**src/rtl/sdm_rx_pkg.sv**
```systemverilog
package sdm_rx_pkg;

  typedef enum logic [1:0] {
    CH_SPI_RISE = 2'd0,
    CH_SPI_FALL = 2'd1,
    CH_MAN_R0   = 2'd2,
    CH_MAN_R1   = 2'd3
  } ch_mode_e;

  typedef enum logic [1:0] {
    CK_PIN       = 2'd0,
    CK_INT       = 2'd1,
    CK_HALF_INV  = 2'd2,
    CK_HALF      = 2'd3
  } ck_src_e;

  // Earliest distance, in system cycles, between two accepted mid-bit edges.
  function automatic int unsigned manch_window(input int unsigned period);
    return (3 * period) / 4;
  endfunction

  // Pin that feeds the data path of a channel.
  function automatic int unsigned data_pin(input int unsigned chan, input logic alt,
                                           input int unsigned n);
    return alt ? ((chan + 1) % n) : chan;
  endfunction

endpackage

```
**src/rtl/sdm_clkgen.sv**
```systemverilog
module sdm_clkgen #(
  parameter int DIV_W = 8
) (
  input  logic             clk,
  input  logic             rst_n,
  input  logic             enable,
  input  logic [DIV_W-1:0] div,
  output logic             sclk_o,
  output logic             half_o
);

  logic [DIV_W-1:0] cnt;

  always_ff @(posedge clk) begin
    if (!rst_n || !enable) begin
      cnt    <= '0;
      sclk_o <= 1'b0;
      half_o <= 1'b0;
    end else if (cnt == div) begin
      cnt    <= '0;
      sclk_o <= ~sclk_o;
      if (!sclk_o) half_o <= ~half_o;
    end else begin
      cnt <= cnt + 1'b1;
    end
  end

endmodule

```
**src/rtl/sdm_pin_sel.sv**
```systemverilog
module sdm_pin_sel
  import sdm_rx_pkg::*;
#(
  parameter int NCH    = 8,
  parameter int SYNC_N = 2,
  localparam int SEL_W = $clog2(NCH)
) (
  input  logic             clk,
  input  logic             rst_n,
  input  logic [NCH-1:0]   ser_clk,
  input  logic [NCH-1:0]   ser_dat,
  input  logic [SEL_W-1:0] clk_idx,
  input  logic [SEL_W-1:0] dat_idx,
  input  ck_src_e          src,
  input  logic             int_clk,
  input  logic             half_clk,
  output logic             c_now,
  output logic             c_prev,
  output logic             d_now,
  output logic             d_prev
);

  logic raw_clk;
  logic raw_dat;
  logic [SYNC_N:0] c_pipe;
  logic [SYNC_N:0] d_pipe;

  always_comb begin
    unique case (src)
      CK_PIN:      raw_clk = ser_clk[clk_idx];
      CK_INT:      raw_clk = int_clk;
      CK_HALF_INV: raw_clk = ~half_clk;
      default:     raw_clk = half_clk;
    endcase
  end

  assign raw_dat = ser_dat[dat_idx];

  always_ff @(posedge clk) begin
    if (!rst_n) begin
      c_pipe <= '0;
      d_pipe <= '0;
    end else begin
      c_pipe <= {c_pipe[SYNC_N-1:0], raw_clk};
      d_pipe <= {d_pipe[SYNC_N-1:0], raw_dat};
    end
  end

  assign c_now  = c_pipe[SYNC_N-1];
  assign c_prev = c_pipe[SYNC_N];
  assign d_now  = d_pipe[SYNC_N-1];
  assign d_prev = d_pipe[SYNC_N];

endmodule

```
**src/rtl/sdm_manch_dec.sv**
```systemverilog
module sdm_manch_dec
  import sdm_rx_pkg::*;
#(
  parameter int PER_W = 8,
  localparam int CNT_W = PER_W + 2
) (
  input  logic             clk,
  input  logic             rst_n,
  input  logic             enable,
  input  logic             trans,
  input  logic             level,
  input  logic             rise_is_one,
  input  logic [PER_W-1:0] period,
  output logic             accept,
  output logic             bit_o
);

  logic [CNT_W-1:0] since;
  logic [CNT_W-1:0] win;
  logic             locked;

  assign win    = CNT_W'(manch_window(32'(period)));
  assign accept = enable && trans && (!locked || since >= win);
  assign bit_o  = rise_is_one ? level : ~level;

  always_ff @(posedge clk) begin
    if (!rst_n || !enable) begin
      since  <= '0;
      locked <= 1'b0;
    end else if (accept) begin
      since  <= CNT_W'(1);
      locked <= 1'b1;
    end else if (since != '1) begin
      since <= since + 1'b1;
    end
  end

endmodule

```
**src/rtl/sdm_absence.sv**
```systemverilog
module sdm_absence #(
  parameter int IDLE_W = 16
) (
  input  logic              clk,
  input  logic              rst_n,
  input  logic              enable,
  input  logic              act,
  input  logic [IDLE_W-1:0] limit,
  output logic              absent
);

  logic [IDLE_W-1:0] idle;
  logic              en_q;

  always_ff @(posedge clk) begin
    if (!rst_n) begin
      idle <= '0;
      en_q <= 1'b0;
    end else begin
      en_q <= enable;
      if (!enable || act)  idle <= '0;
      else if (idle != '1) idle <= idle + 1'b1;
    end
  end

  assign absent = en_q && (idle >= limit);

endmodule

```
**src/rtl/sdm_bitstream_rx.sv**
```systemverilog
module sdm_bitstream_rx
  import sdm_rx_pkg::*;
#(
  parameter int NCH    = 8,
  parameter int DIV_W  = 8,
  parameter int PER_W  = 8,
  parameter int IDLE_W = 16,
  localparam int SEL_W = $clog2(NCH)
) (
  input  logic              clk,
  input  logic              rst_n,
  input  logic              enable,
  input  logic [1:0]        mode,
  input  logic [1:0]        clk_src,
  input  logic [SEL_W-1:0]  chan_sel,
  input  logic              alt_route,
  input  logic [DIV_W-1:0]  clk_div,
  input  logic [PER_W-1:0]  bit_period,
  input  logic [IDLE_W-1:0] absence_limit,
  input  logic [NCH-1:0]    ser_clk,
  input  logic [NCH-1:0]    ser_dat,
  output logic              sclk_out,
  output logic              bit_valid,
  output logic              bit_data,
  output logic              clk_absent
);

  ch_mode_e         mode_e;
  logic             is_man;
  logic [SEL_W-1:0] dat_idx;
  logic             half_clk;
  logic             c_now, c_prev, d_now, d_prev;
  logic             smp_evt;     // capture edge of the clocked styles
  logic             trans_evt;   // any data transition
  logic             man_accept;  // transition taken as mid-bit
  logic             man_bit;
  logic             act_evt;     // activity seen by the absence counter

  assign mode_e  = ch_mode_e'(mode);
  assign is_man  = mode_e == CH_MAN_R0 || mode_e == CH_MAN_R1;
  assign dat_idx = SEL_W'(data_pin(32'(chan_sel), alt_route, NCH));

  sdm_clkgen #(.DIV_W(DIV_W)) u_clkgen (
    .clk    (clk),
    .rst_n  (rst_n),
    .enable (enable),
    .div    (clk_div),
    .sclk_o (sclk_out),
    .half_o (half_clk)
  );

  sdm_pin_sel #(.NCH(NCH), .SYNC_N(2)) u_pins (
    .clk      (clk),
    .rst_n    (rst_n),
    .ser_clk  (ser_clk),
    .ser_dat  (ser_dat),
    .clk_idx  (chan_sel),
    .dat_idx  (dat_idx),
    .src      (ck_src_e'(clk_src)),
    .int_clk  (sclk_out),
    .half_clk (half_clk),
    .c_now    (c_now),
    .c_prev   (c_prev),
    .d_now    (d_now),
    .d_prev   (d_prev)
  );

  assign smp_evt   = (mode_e == CH_SPI_FALL) ? (c_prev & ~c_now) : (c_now & ~c_prev);
  assign trans_evt = d_now ^ d_prev;

  sdm_manch_dec #(.PER_W(PER_W)) u_manch (
    .clk         (clk),
    .rst_n       (rst_n),
    .enable      (enable && is_man),
    .trans       (trans_evt),
    .level       (d_now),
    .rise_is_one (mode_e == CH_MAN_R1),
    .period      (bit_period),
    .accept      (man_accept),
    .bit_o       (man_bit)
  );

  assign act_evt = is_man ? trans_evt : smp_evt;

  sdm_absence #(.IDLE_W(IDLE_W)) u_absence (
    .clk    (clk),
    .rst_n  (rst_n),
    .enable (enable),
    .act    (act_evt),
    .limit  (absence_limit),
    .absent (clk_absent)
  );

  always_ff @(posedge clk) begin
    if (!rst_n || !enable) begin
      bit_valid <= 1'b0;
      bit_data  <= 1'b0;
    end else begin
      bit_valid <= is_man ? man_accept : smp_evt;
      bit_data  <= is_man ? man_bit : d_now;
    end
  end

endmodule


```
**config.mk**
```make
export PLATFORM = sky130hd
export DESIGN_NAME = sdm_bitstream_rx
export DESIGN_NICKNAME = d
export VERILOG_FILES = /design/src/rtl/sdm_rx_pkg.sv /design/src/rtl/sdm_clkgen.sv /design/src/rtl/sdm_pin_sel.sv /design/src/rtl/sdm_manch_dec.sv /design/src/rtl/sdm_absence.sv /design/src/rtl/sdm_bitstream_rx.sv
export SDC_FILE = /design/constraint.sdc
export NUM_CORES = 1
export LEC_CHECK = 0
export BUFFER_PORTS_ARGS = -buffer_cell sky130_fd_sc_hd__buf_2
export CAP_MARGIN = 0
export CORE_ASPECT_RATIO = 2
export CORE_MARGIN = 2
export CORE_UTILIZATION = 25
export DETAILED_ROUTE_END_ITERATION = 10
export HOLD_SLACK_MARGIN = 0.06
export SLEW_MARGIN = 20
export SYNTH_ARGS = -nofsm -noshare
export SYNTH_HDL_FRONTEND = slang
export SYNTH_SLANG_ARGS = --single-unit
```
**constraint.sdc**
```tcl
create_clock -name clk -period 3.6 [get_ports clk]
set_input_delay 0.18 -clock clk [delete_from_list [all_inputs] [get_ports clk]]
set_output_delay 0.18 -clock clk [all_outputs]
set_load 0.1 [all_outputs]
```
* Yosys cells after proc, flatten, opt, wreduce, memory -nomap -nowiden
Index checks and enable logic that the tools add are counted.
** Cells by class
- Add/subtract/negate cells :: 4
- Multipliers :: 1
- Div/mod/pow operators :: 0
- $lt $le $gt $ge :: 4
- Equal/unequal tests :: 8
- Shift operators :: 0
- Muxes and demuxes :: 13
- Bitwise gates (word level) :: 9
- Reductions and logical operators :: 19
** Operators by type and width (count)
- 16-bit by 1-bit adder with 16-bit output (second input constant) :: 1
- 16-bit greater-or-equal comparator :: 1
- 16-bit inequality test (second input constant) :: 1
- 10-bit by 1-bit adder with 10-bit output (second input constant) :: 1
- 10-bit by 8-bit greater-or-equal comparator with 1-bit output :: 1
- 2-bit by 8-bit multiplier with 10-bit output (first input constant) :: 1
- 10-bit inequality test (second input constant) :: 1
- 1-bit two-way mux :: 9
- 8-bit by 1-bit adder with 8-bit output (second input constant) :: 1
- 8-bit == test :: 1
- 3-bit by 4-bit < comparator with 1-bit output (second input constant) :: 2
- 1-bit binary-select mux with 3-bit select :: 2
- 2-bit == test (second input constant) :: 3
- 1-bit inverter :: 6
- 2-bit OR reduction :: 3
- 1-bit logical OR :: 5
- 2-bit by 1-bit == test with 1-bit output (second input constant) :: 2
- 1-bit logical AND :: 4
- 1-bit zero test :: 4
- 3-bit by 1-bit adder with 3-bit output (second input constant) :: 1
- 3-bit two-way mux :: 1
- 1-bit one-hot mux with 3 select lines :: 1
- 1-bit bitwise AND :: 2
- 2-bit zero test :: 1
- other kinds (3) :: 3
** Word-level totals
- Register bits after elaboration :: 46
- Bits in latches :: 0
- Bits in writable memories :: 0
- Bits in read-only memories :: 0
- Input bits :: 59
- Word-level logic and storage cells :: 70
- Memories :: 0

* Logic depth before layout (Yosys ltp)
Gate-level depths: netlist of run 1.
- Depth in word-level cells :: 6
- Mapped depth :: 13
- Gate-level depth less buffers :: 13

* Hierarchy
From an unflattened synthesis of run 1, not the netlist that was laid out.
** Second synthesis, totals
- Cells, all modules :: 365
- Area total of the unflattened synthesis :: 3139.3 um2
** Modules (own cells, without submodules)
- sdm_absence :: instances 1, cells an instance 152, area an instance 1201.2 um2
- sdm_manch_dec :: instances 1, cells an instance 115, area an instance 985.9 um2
- sdm_clkgen :: instances 1, cells an instance 52, area an instance 462.9 um2
- sdm_pin_sel :: instances 1, cells an instance 25, area an instance 315.3 um2
- sdm_bitstream_rx :: instances 1, cells an instance 21, area an instance 173.9 um2

* Worst setup path before layout of run 1
OpenSTA, ideal clock, no wires.
- Path kind :: in2reg
- Start point :: input port bit_period[1]
- End point :: register u_manch.since[2]
- Library setup time :: 0.073 ns
- Arrival :: 2.820 ns
- Required time :: 3.527 ns
- Setup slack :: 0.707 ns
- Cell stages on the path :: 12
- Buffers on the path :: 0
- Cells stage by stage :: and2_1 fa_1 a21o_1 a21oi_1 o21bai_1 a21o_1 xor2_1 ha_1 a2111oi_0 o211a_4 a21oi_4 nor3_2
** On the way
- Longest elaborated chain between the ends :: 5
** Ends and longest elaborated chain
- start: declaration :: RTL line sdm_bitstream_rx.sv:18 : input logic [PER_W-1:0] bit_period,
- 2-bit by 8-bit multiplier with 10-bit output :: RTL line sdm_rx_pkg.sv:19 : return (3 * period) / 4;
- 10-bit by 8-bit greater-or-equal comparator with 1-bit output :: RTL line sdm_manch_dec.sv:23 : assign accept = enable && trans && (!locked || since >= win);
- 1-bit logical OR :: RTL line sdm_manch_dec.sv:23
- 1-bit logical AND :: RTL line sdm_manch_dec.sv:23
- 2-bit OR reduction (no source line)
- end signal: assignment :: RTL line sdm_manch_dec.sv:34 : since <= since + 1'b1;
- end: declaration :: RTL line sdm_manch_dec.sv:18 : logic [CNT_W-1:0] since;
Every way passes these cells.
A chain may end at the register's enable or synchronous reset.

* Final worst setup path of run 1
- Start point :: input port bit_period[1]
- End point :: register u_manch.since[7]
Same word-level chain as after synthesis.

==> impl_metrics.ini, run 1 <==
[run_status]
outcome = complete, no violations

[yosys]
synthAdderAreaFrac_pct = 14.84
synth_area_leaders = dfxtp_1, ha_1, xnor2_1
yosys.area.top_type_share_pct = 29.85
synth_area_per_cell_um2 = 8.866
synthesis.nets = 443
synthMuxAreaShare_pct = 5.191
yosysTopAreaCell = dfxtp_1
yosysWarnings = 0
synth_cells = 348
seq_area_frac_synth_pct = 29.85
syn_area_mm2 = 0.003085
synth-seq-cells = 46
synth_xor_area_share_pct = 10.79
synth-async-reset-ratio_pct = 0
synth_top_family_by_area = simple AND/OR/NAND/NOR gates
synth_ff_type = dfxtp_1
synth_edf_count = 0
synth-simple-area-share_pct = 19.99
yosysUniqueCellTypes = 52
synth_compound_area_share_pct = 15.77

[final_layout]
layout.nets = 510
final_core_util_pct = 30.66
syn2layout_area_growth_pct = 20.48
final_common_cell = buf_2
drive_gt1_share_pct = 20.67
most-common-layout-cells = buf_2, dfxtp_1, nor2_1
regArea_um2 = 920.9
nFillCells = 1330
multi_input_area_mm2 = 0.002054
antennaDiodeCount = 0

[detailed_routing]
vias = 2726
drtIter0Drc = 36
wl_mm = 7.066
vias_per_cell = 4.842
wire_per_inst_um = 12.55
drc_errors = 0
drt_pre_antenna_iters = 4
postRouteAntennaNets = 0

[timing]
period_minus_slack_ns = 2.775
skew_ns = 0.006927
max_freq_mhz = 360.3
tightest_slew_ns = 0.5793
maxSlewViolCount = 0
tns_ns = 0
setup_viol = 0
max-slew-margin-rel_pct = 61.38
rsz0062_at_grt = no
finalHoldViolCount = 0
fin_crit_sh_pct = 77.09

[clock_tree]
post_cts_buffers = 0
clock-root-buffer = clkbuf_16
clock_path_buffers = 2
clkSinkCount = 46
clk_latency_ns = 0.29
cts-resized-gates = 0
tritoncts = yes
cts_hold_buf = 0
htreeDepth = 2
cts.clk_slew.worst_paths_ns = 0.07
cts_buffers = 5

[placement]
place_hpwl_mm = 5.931
gp_routability_congestion = 0.8221
port_buffers = 62

[setup_path]
rr_startpoint = u_absence.idle[0]
worstPathCellList = buf_2 -> and2_1 -> fa_1 -> a21o_1 -> a21oi_1 -> o21bai_1 -> a21o_1 -> xor2_1 -> ha_1 -> a2111oi_0 -> buf_4 -> o211a_4 -> a21oi_4 -> nor3_2
crit_arrival_ns = 2.99
r2r-end = u_absence.idle[0]
worstSetupPathType = in -> reg
reg2reg_slack_ns = 1.79
cp-endpoint = u_manch.since[7]
cp.required_ns = 3.82
crit_buf_inv = 2
end_kind = flip-flop
critPathMaxFanout = 9
start_kind = input port
path_depth = 14
crit_slowest_cell = fa_1
startpoint = bit_period[1]
r2r_cells = 6
cp_top_family = compound AO/OA/AOI/OAI gates
max_stage_delay_ns = 0.40
cp_common_cell = a21o_1

[power_and_ir_drop]
cellPowerDensity_mw_per_mm2 = 310.3
clkPwrFrac_pct = 39.4
ir_worst_vdd_uv = 250.7
p_int_mw = 0.8609
power_frac_comb_pct = 15.2
switching_share_pct = 25.37
pwr-share-seq_pct = 45.4
p_sw_mw = 0.2927
p_leak_nw = 1.571

[floorplanning]
core_mm2 = 0.01212
die_x_um = 82.56
initial_core_util_pct = 25.45
io_pins = 63
num_rows = 57
die_h_um = 161.1
dieArea_mm2 = 0.01330

[global_routing]
grt_max_degree = 17
grt_use_total_pct = 11.07
grt_first_pass_wirelength_mm = 11.76
grt_overflow = 0
antenna_found_initial = 0
first_global_vias = 2717

[run]
max_cap_violations = 0

[min_path]
hold_class = in -> reg
holdPathStages = 3
area by class of cell:
cell class              count  area share [%]
repair buffers             63           8.549
flip-flops and latches     46           24.77
inverters                  25           2.524
well taps                 147           4.948
clock buffers               5           3.366
clock inverters             3          0.5722
multi-input cells         274           55.27
cell families (layout without fill, tap and decap cells):
family,count (synthesis),after routing
AND/OR/NAND/NOR,117,117
XOR/XNOR,38,38
AO/OA/AOI/OAI,72,72
multiplexers,11,11
buffers and inverters,28,96
adder cells (fa/ha/maj),36,36
flip-flops,46,46
routing by layer:
metal	GRT usage [%]	up-vias	wire length, µm
met3	1.899	17	233
met1	10.71	1270	2570
met2	21.52	60	4038
li1	-	1379	-
met5	0	-	0
met4	4.844	0	223
worst min path at each step:
stage,startpoint,to
final,clk_src[1],u_pins.c_pipe[0]
after global routing,mode[1],u_manch.locked
after CTS,clk_src[1],u_pins.c_pipe[0]
after detailed placement,u_pins.c_pipe[0],u_pins.c_pipe[1]
after global placement,u_pins.c_pipe[0],u_pins.c_pipe[1]
after floorplan,rst_n,u_pins.c_pipe[1]
through the flow:
stage	hold WS (ns)	setup slack [ns]	power [mW]	area [µm²]	instances
finish	0.1716	0.8248	1.154	3717	563
global route	0.1746	0.5859	1.216	3717	563
CTS	0.1691	0.8028	1.171	3717	563
detailed placement	0.4303	0.5045	0.7130	3571	555
global placement	0.4223	0.4867	0.7067	3571	555
floorplan	0.3017	0.7071	0.6488	3085	348
power by group through the flow:
stage                     Sequential, mW  Clock (mW)  Combinational, mW
final                              0.524       0.455              0.175
after global routing               0.524       0.492              0.199
after CTS                          0.524       0.469              0.178
after detailed placement           0.535           0              0.178
after global placement             0.535           0              0.172
after floorplan                    0.539           0              0.110
synthesized netlist by cell type, types with 4 or more instances:
cell type,instances
a211oi_1,4
a21o_1,5
a21oi_1,19
and2_1,8
and3_1,4
and4_1,4
dfxtp_1,46
ha_1,35
inv_1,25
mux2i_1,7
mux4_2,4
nand2_1,19
nand3_1,13
nand4_1,8
nor2_1,40
nor3_1,4
nor3_2,4
o21ai_0,15
xnor2_1,24
xor2_1,14
flip-flops by register name (all words and copies together) (netlist names):
| name | count |
|---|---|
| bit_valid | 1 |
| u_clkgen.sclk_o | 1 |
| u_clkgen.half_o | 1 |
| u_clkgen.cnt | 8 |
| u_absence.idle | 16 |
| u_pins.c_pipe | 3 |
| u_absence.en_q | 1 |
| u_manch.locked | 1 |
| u_pins.d_pipe | 3 |
| bit_data | 1 |
| u_manch.since | 10 |
worst reg2reg max path, delay by kind of cell (launching register included):
kind          cells  cell delay [ns]
simple gates      4             0.91
flops             1             0.39
fa+ha+maj         1             0.21
xor+xnor          1             0.18
Note: power is estimated with default switching activity, not from simulation.
==> run 2: changes to the inputs <==
- clock period: 3.6 -> 2.9 ns (I/O delays scaled with it)
==> run 2 against run 1 <==
Power is 26% higher; critical path depth unchanged; final cell count up 0.36%; clock skew hardly changed; combinational power increased by 27%; largest cell class unchanged; die area stayed put.
==> impl_metrics.ini, run 2 (synthesis gave the netlist of run 1 again) <==
[clock_tree]
htreeDepth = 2
clock_path_buffers = 2
tritoncts = yes
cts.clk_slew.worst_paths_ns = 0.07
clkSinkCount = 46
cts_hold_buf = 0
cts_buffers = 5
clk_latency_ns = 0.29
clock-root-buffer = clkbuf_16

[final_layout]
largest_reg_flops = 16
top_register = u_absence.idle
drive_gt1_share_pct = 21.29
most-common-layout-cells = buf_2, dfxtp_1, nor2_1
final_common_cell = buf_2
antennaDiodeCount = 0
syn2layout_area_growth_pct = 21.29
layout.nets = 512
final_core_util_pct = 30.87
top_regs = u_absence.idle x16, u_manch.since x10, u_clkgen.cnt x8

[global_routing]
antenna_found_initial = 0
grt_max_degree = 17
grt_first_pass_wirelength_mm = 12.01
grt_use_total_pct = 11.29
first_global_vias = 2794
grt_overflow = 0

[placement]
place_hpwl_mm = 5.843
gp_routability_congestion = 0.8340
post-place-ws_ns = -0.1356
port_buffers = 62

[setup_path]
end_kind = flip-flop
rr_startpoint = u_absence.idle[12]
worstPathCellList = buf_2 -> and2_1 -> fa_1 -> a21o_1 -> a21oi_1 -> o21bai_1 -> a21o_1 -> xor2_1 -> ha_1 -> a2111oi_2 -> buf_4 -> o211a_4 -> a21oi_4 -> nor3_2
crit_slowest_cell = fa_1
start_kind = input port
reg2reg_slack_ns = 1.08
crit_buf_inv = 2
crit_arrival_ns = 2.84
cp_top_family = compound AO/OA/AOI/OAI gates
cp.required_ns = 3.11
cp_common_cell = a21o_1
worstSetupPathType = in -> reg
critPathMaxFanout = 9
startpoint = bit_period[1]
max_stage_delay_ns = 0.39

[timing]
maxSlewViolCount = 0
max-slew-margin-rel_pct = 61.21
finalHoldViolCount = 0
fin_crit_sh_pct = 90.46
tightest_slew_ns = 0.5780
setup_viol = 0
skew_ns = 0.007156
rsz0062_at_grt = no
period_minus_slack_ns = 2.623
max_freq_mhz = 381.2
fin_ws_ns = 0.2766
tns_ns = 0

[min_path]
hold_class = in -> reg
hp-start = clk_src[1]

[detailed_routing]
vias = 2749
wl_mm = 7.136
wire_per_inst_um = 12.63
drt_pre_antenna_iters = 4
postRouteAntennaNets = 0
drtIter0Drc = 57
vias_per_cell = 4.865
drc_errors = 0

[power_and_ir_drop]
cellPowerDensity_mw_per_mm2 = 389.1
p_int_mw = 1.077
p_sw_mw = 0.3789
clkPwrFrac_pct = 40.1
finalPower_mw = 1.456
p_leak_nw = 1.583
pwr-share-seq_pct = 44.6
power_frac_comb_pct = 15.3
ir_worst_vdd_uv = 251.7
switching_share_pct = 26.02

[floorplanning]
die_h_um = 161.1
dieArea_mm2 = 0.01330
initial_core_util_pct = 25.45
num_rows = 57
die_x_um = 82.56
core_mm2 = 0.01212
io_pins = 63

[run_status]
outcome = complete, no violations

[run]
max_cap_violations = 0
run 2: tightest hold or removal path: stages:
cell	delay, ns
buf_2	0.09
mux2i_1	0.07
nor2b_1	0.10
run 2: metrics by stage:
stage | hold WS (ns) | std cells | cell area [µm²]
after global placement | 0.4237 | 557 | 3586
after CTS | 0.1353 | 565 | 3736
after detailed placement | 0.4238 | 557 | 3586
after global routing | 0.1566 | 565 | 3742
final | 0.1460 | 565 | 3742
after floorplan | 0.2667 | 348 | 3085
run 2: path summary, 6_finish.rpt:
kind                       endpoint  depth (start not counted)
setup / recovery   u_manch.since[2]                         14
hold / removal     u_pins.c_pipe[0]                          3
setup reg to reg  u_absence.idle[1]                          5
hold reg to reg    u_pins.c_pipe[1]                          1
run 2: area by class of cell:
| cell class | instances | area [µm²] |
|---|---|---|
| Clock buffer | 5 | 125.1 |
| Clock inverter | 3 | 25.02 |
| Fill cell | 1307 | 8382 |
| Inverter | 25 | 93.84 |
| Multi-Input combinational cell | 274 | 2061 |
| Sequential cell | 46 | 920.9 |
| Tap cell | 147 | 183.9 |
| Timing Repair Buffer | 65 | 332.8 |
run 2: power by group through the flow:
stage / Sequential, mW / Clock [mW] / Combinational, mW
after floorplan: 0.669 / 0 / 0.137
after global placement: 0.664 / 0 / 0.218
after global routing: 0.651 / 0.631 / 0.255
after detailed placement: 0.664 / 0 / 0.225
final: 0.649 / 0.584 / 0.223
after CTS: 0.649 / 0.611 / 0.226
run 2: routing by layer:
metal  up-vias  routed length, µm  track usage, %  share of wire [%]
li1       1393                  -               -                  -
met5         -                  0               0                  0
met3        21                252           1.564                3.5
met1      1269               2593           10.93                 36
met4         0                237           5.440                3.3
met2        66               4052           21.92                 57
run 2: what timing repair did:
action,CTS,global route
setup buffers,0,0
gates resized for setup,0,2
endpoints found under the setup margin,0,11
==> run 3: changes to the inputs <==
- ABC_CLOCK_PERIOD_IN_PS: not set -> 2900
- CORE_ASPECT_RATIO: 2 -> 0.7
- CTS_CLUSTER_DIAMETER: not set -> 40
==> run 3 against run 2 <==
Via count decreased by 2.7%; final cell count increased by 1.6%; highest routed layer unchanged; register-to-register slack got worse by 0.03 ns; sequential cell count unchanged; routed wire length decreased by 4.8%; sequential share of layout area about the same.
==> impl_metrics.ini, run 3 (synthesis gave the netlist of run 1 again) <==
[timing]
skew_ns = 0.006645
fin_ws_ns = 0.2100
whs_ns = 0.1515
max_freq_mhz = 371.8
max-slew-margin-rel_pct = 63.36
maxSlewViolCount = 0
rsz0062_at_grt = no
setup_viol = 0
fin_crit_sh_pct = 92.76
tightest_slew_ns = 0.5459
finalHoldViolCount = 0
period_minus_slack_ns = 2.690

[detailed_routing]
drt_pre_antenna_iters = 6
wl_mm = 6.792
drc_errors = 0
vias_per_cell = 4.660
wire_per_inst_um = 11.83
drtIter0Drc = 94
vias = 2675
postRouteAntennaNets = 0

[clock_tree]
cts_hold_buf = 0
htreeDepth = 2
clock_path_buffers = 2
tritoncts = yes
cts.clk_slew.worst_paths_ns = 0.06
post_cts_buffers = 0
clk_latency_ns = 0.28
clock-root-buffer = clkbuf_16
cts-resized-gates = 0
clkSinkCount = 46
cts_buffers = 5

[placement]
post-place-ws_ns = -0.07845
place_hpwl_mm = 5.532
port_buffers = 62
place_area_mm2 = 0.003598
gp_routability_congestion = 0.7956

[global_routing]
grt_overflow = 0
grt_first_pass_wirelength_mm = 11.15
grt_use_total_pct = 10.18
grt_max_degree = 17
antenna_found_initial = 0
first_global_vias = 2468

[setup_path]
end_kind = flip-flop
max_stage_delay_ns = 0.40
worstPathCellList = buf_2 -> and2_1 -> fa_1 -> a21o_1 -> a21oi_1 -> o21bai_1 -> a21o_1 -> xor2_1 -> ha_1 -> a2111oi_1 -> buf_4 -> o211a_4 -> a21oi_4 -> nor3_2
critPathMaxFanout = 9
cp_common_cell = a21o_1
start_kind = input port
crit_arrival_ns = 2.90
worstSetupPathType = in -> reg
crit_slowest_cell = fa_1
cp.required_ns = 3.11

[final_layout]
final_core_util_pct = 31.42
nFillCells = 1268
syn2layout_area_growth_pct = 21.09
layout.nets = 512
largest_reg_flops = 16
top_register = u_absence.idle
top_regs = u_absence.idle x16, u_manch.since x10, u_clkgen.cnt x8
most-common-layout-cells = buf_2, dfxtp_1, nor2_1
stdcell_area_mm2 = 0.003736
antennaDiodeCount = 0
final_common_cell = buf_2
drive_gt1_share_pct = 20.62

[power_and_ir_drop]
p_leak_nw = 1.573
cellPowerDensity_mw_per_mm2 = 380.4
ir_worst_vdd_uv = 192.6

[run_status]
outcome = complete, no violations

[floorplanning]
initial_core_util_pct = 25.95
core_mm2 = 0.01189
die_x_um = 136.8
dieArea_mm2 = 0.01326
die_h_um = 96.95
num_rows = 33
io_pins = 63

[min_path]
hold_class = in -> reg

[run]
max_cap_violations = 0
[run 3: cell type report]
cell class / count / area (µm²) / area share [%]
flip-flops and latches: 46 / 920.9 / 24.65
clock buffers: 6 / 128.9 / 3.449
multi-input cells: 274 / 2056 / 55.02
well taps: 157 / 196.4 / 5.258
inverters: 25 / 93.84 / 2.512
repair buffers: 65 / 332.8 / 8.908
clock inverters: 1 / 7.507 / 0.2009
[run 3: per-stage QoR]
| stage | total power [mW] | setup TNS (ns) | instances |
|---|---|---|---|
| floorplan | 0.8054 | 0 | 348 |
| global placement | 0.8809 | -0.05478 | 567 |
| detailed placement | 0.8886 | -0.2748 | 567 |
| CTS | 1.439 | 0 | 574 |
| global route | 1.490 | 0 | 574 |
| finish | 1.421 | 0 | 574 |
[run 3: metal layers]
| metal | global-route usage [%] | wire length (µm) | part of all wire [%] |
|---|---|---|---|
| met2 | 14.88 | 2766 | 41 |
| met5 | 0 | 0 | 0 |
| met3 | 2.516 | 411 | 6.1 |
| met1 | 14.84 | 3572 | 53 |
| met4 | 2.617 | 40 | 0.59 |
[run 3: worst paths after layout]
path / slack [ns] / end / depth (start not counted) / startpoint
worst max-delay path: 0.21 / u_manch.since[7] / 14 / bit_period[1]
worst min-delay path: 0.15 / u_pins.c_pipe[0] / 3 / clk_src[1]
worst max register to register: 1.05 / u_manch.since[7] / 7 / u_manch.since[0]
worst min register to register: 0.43 / u_pins.d_pipe[1] / 1 / u_pins.d_pipe[0]
[run 3: critical path, delay by kind of cell]
family / cells / cell delay, ns
buffers and inverters: 2 / 0.31
XOR/XNOR: 1 / 0.14
adder cells (fa/ha/maj): 2 / 0.68
AO/OA/AOI/OAI: 7 / 1.24
AND/OR/NAND/NOR: 2 / 0.36
[run 3: power breakdown]
| part | switching, mW | internal, mW | leakage, nW |
|---|---|---|---|
| combinational | 0.113 | 0.109 | 1.14 |
| clock | 0.234 | 0.315 | 0.0629 |
| sequential | 0.00731 | 0.643 | 0.372 |
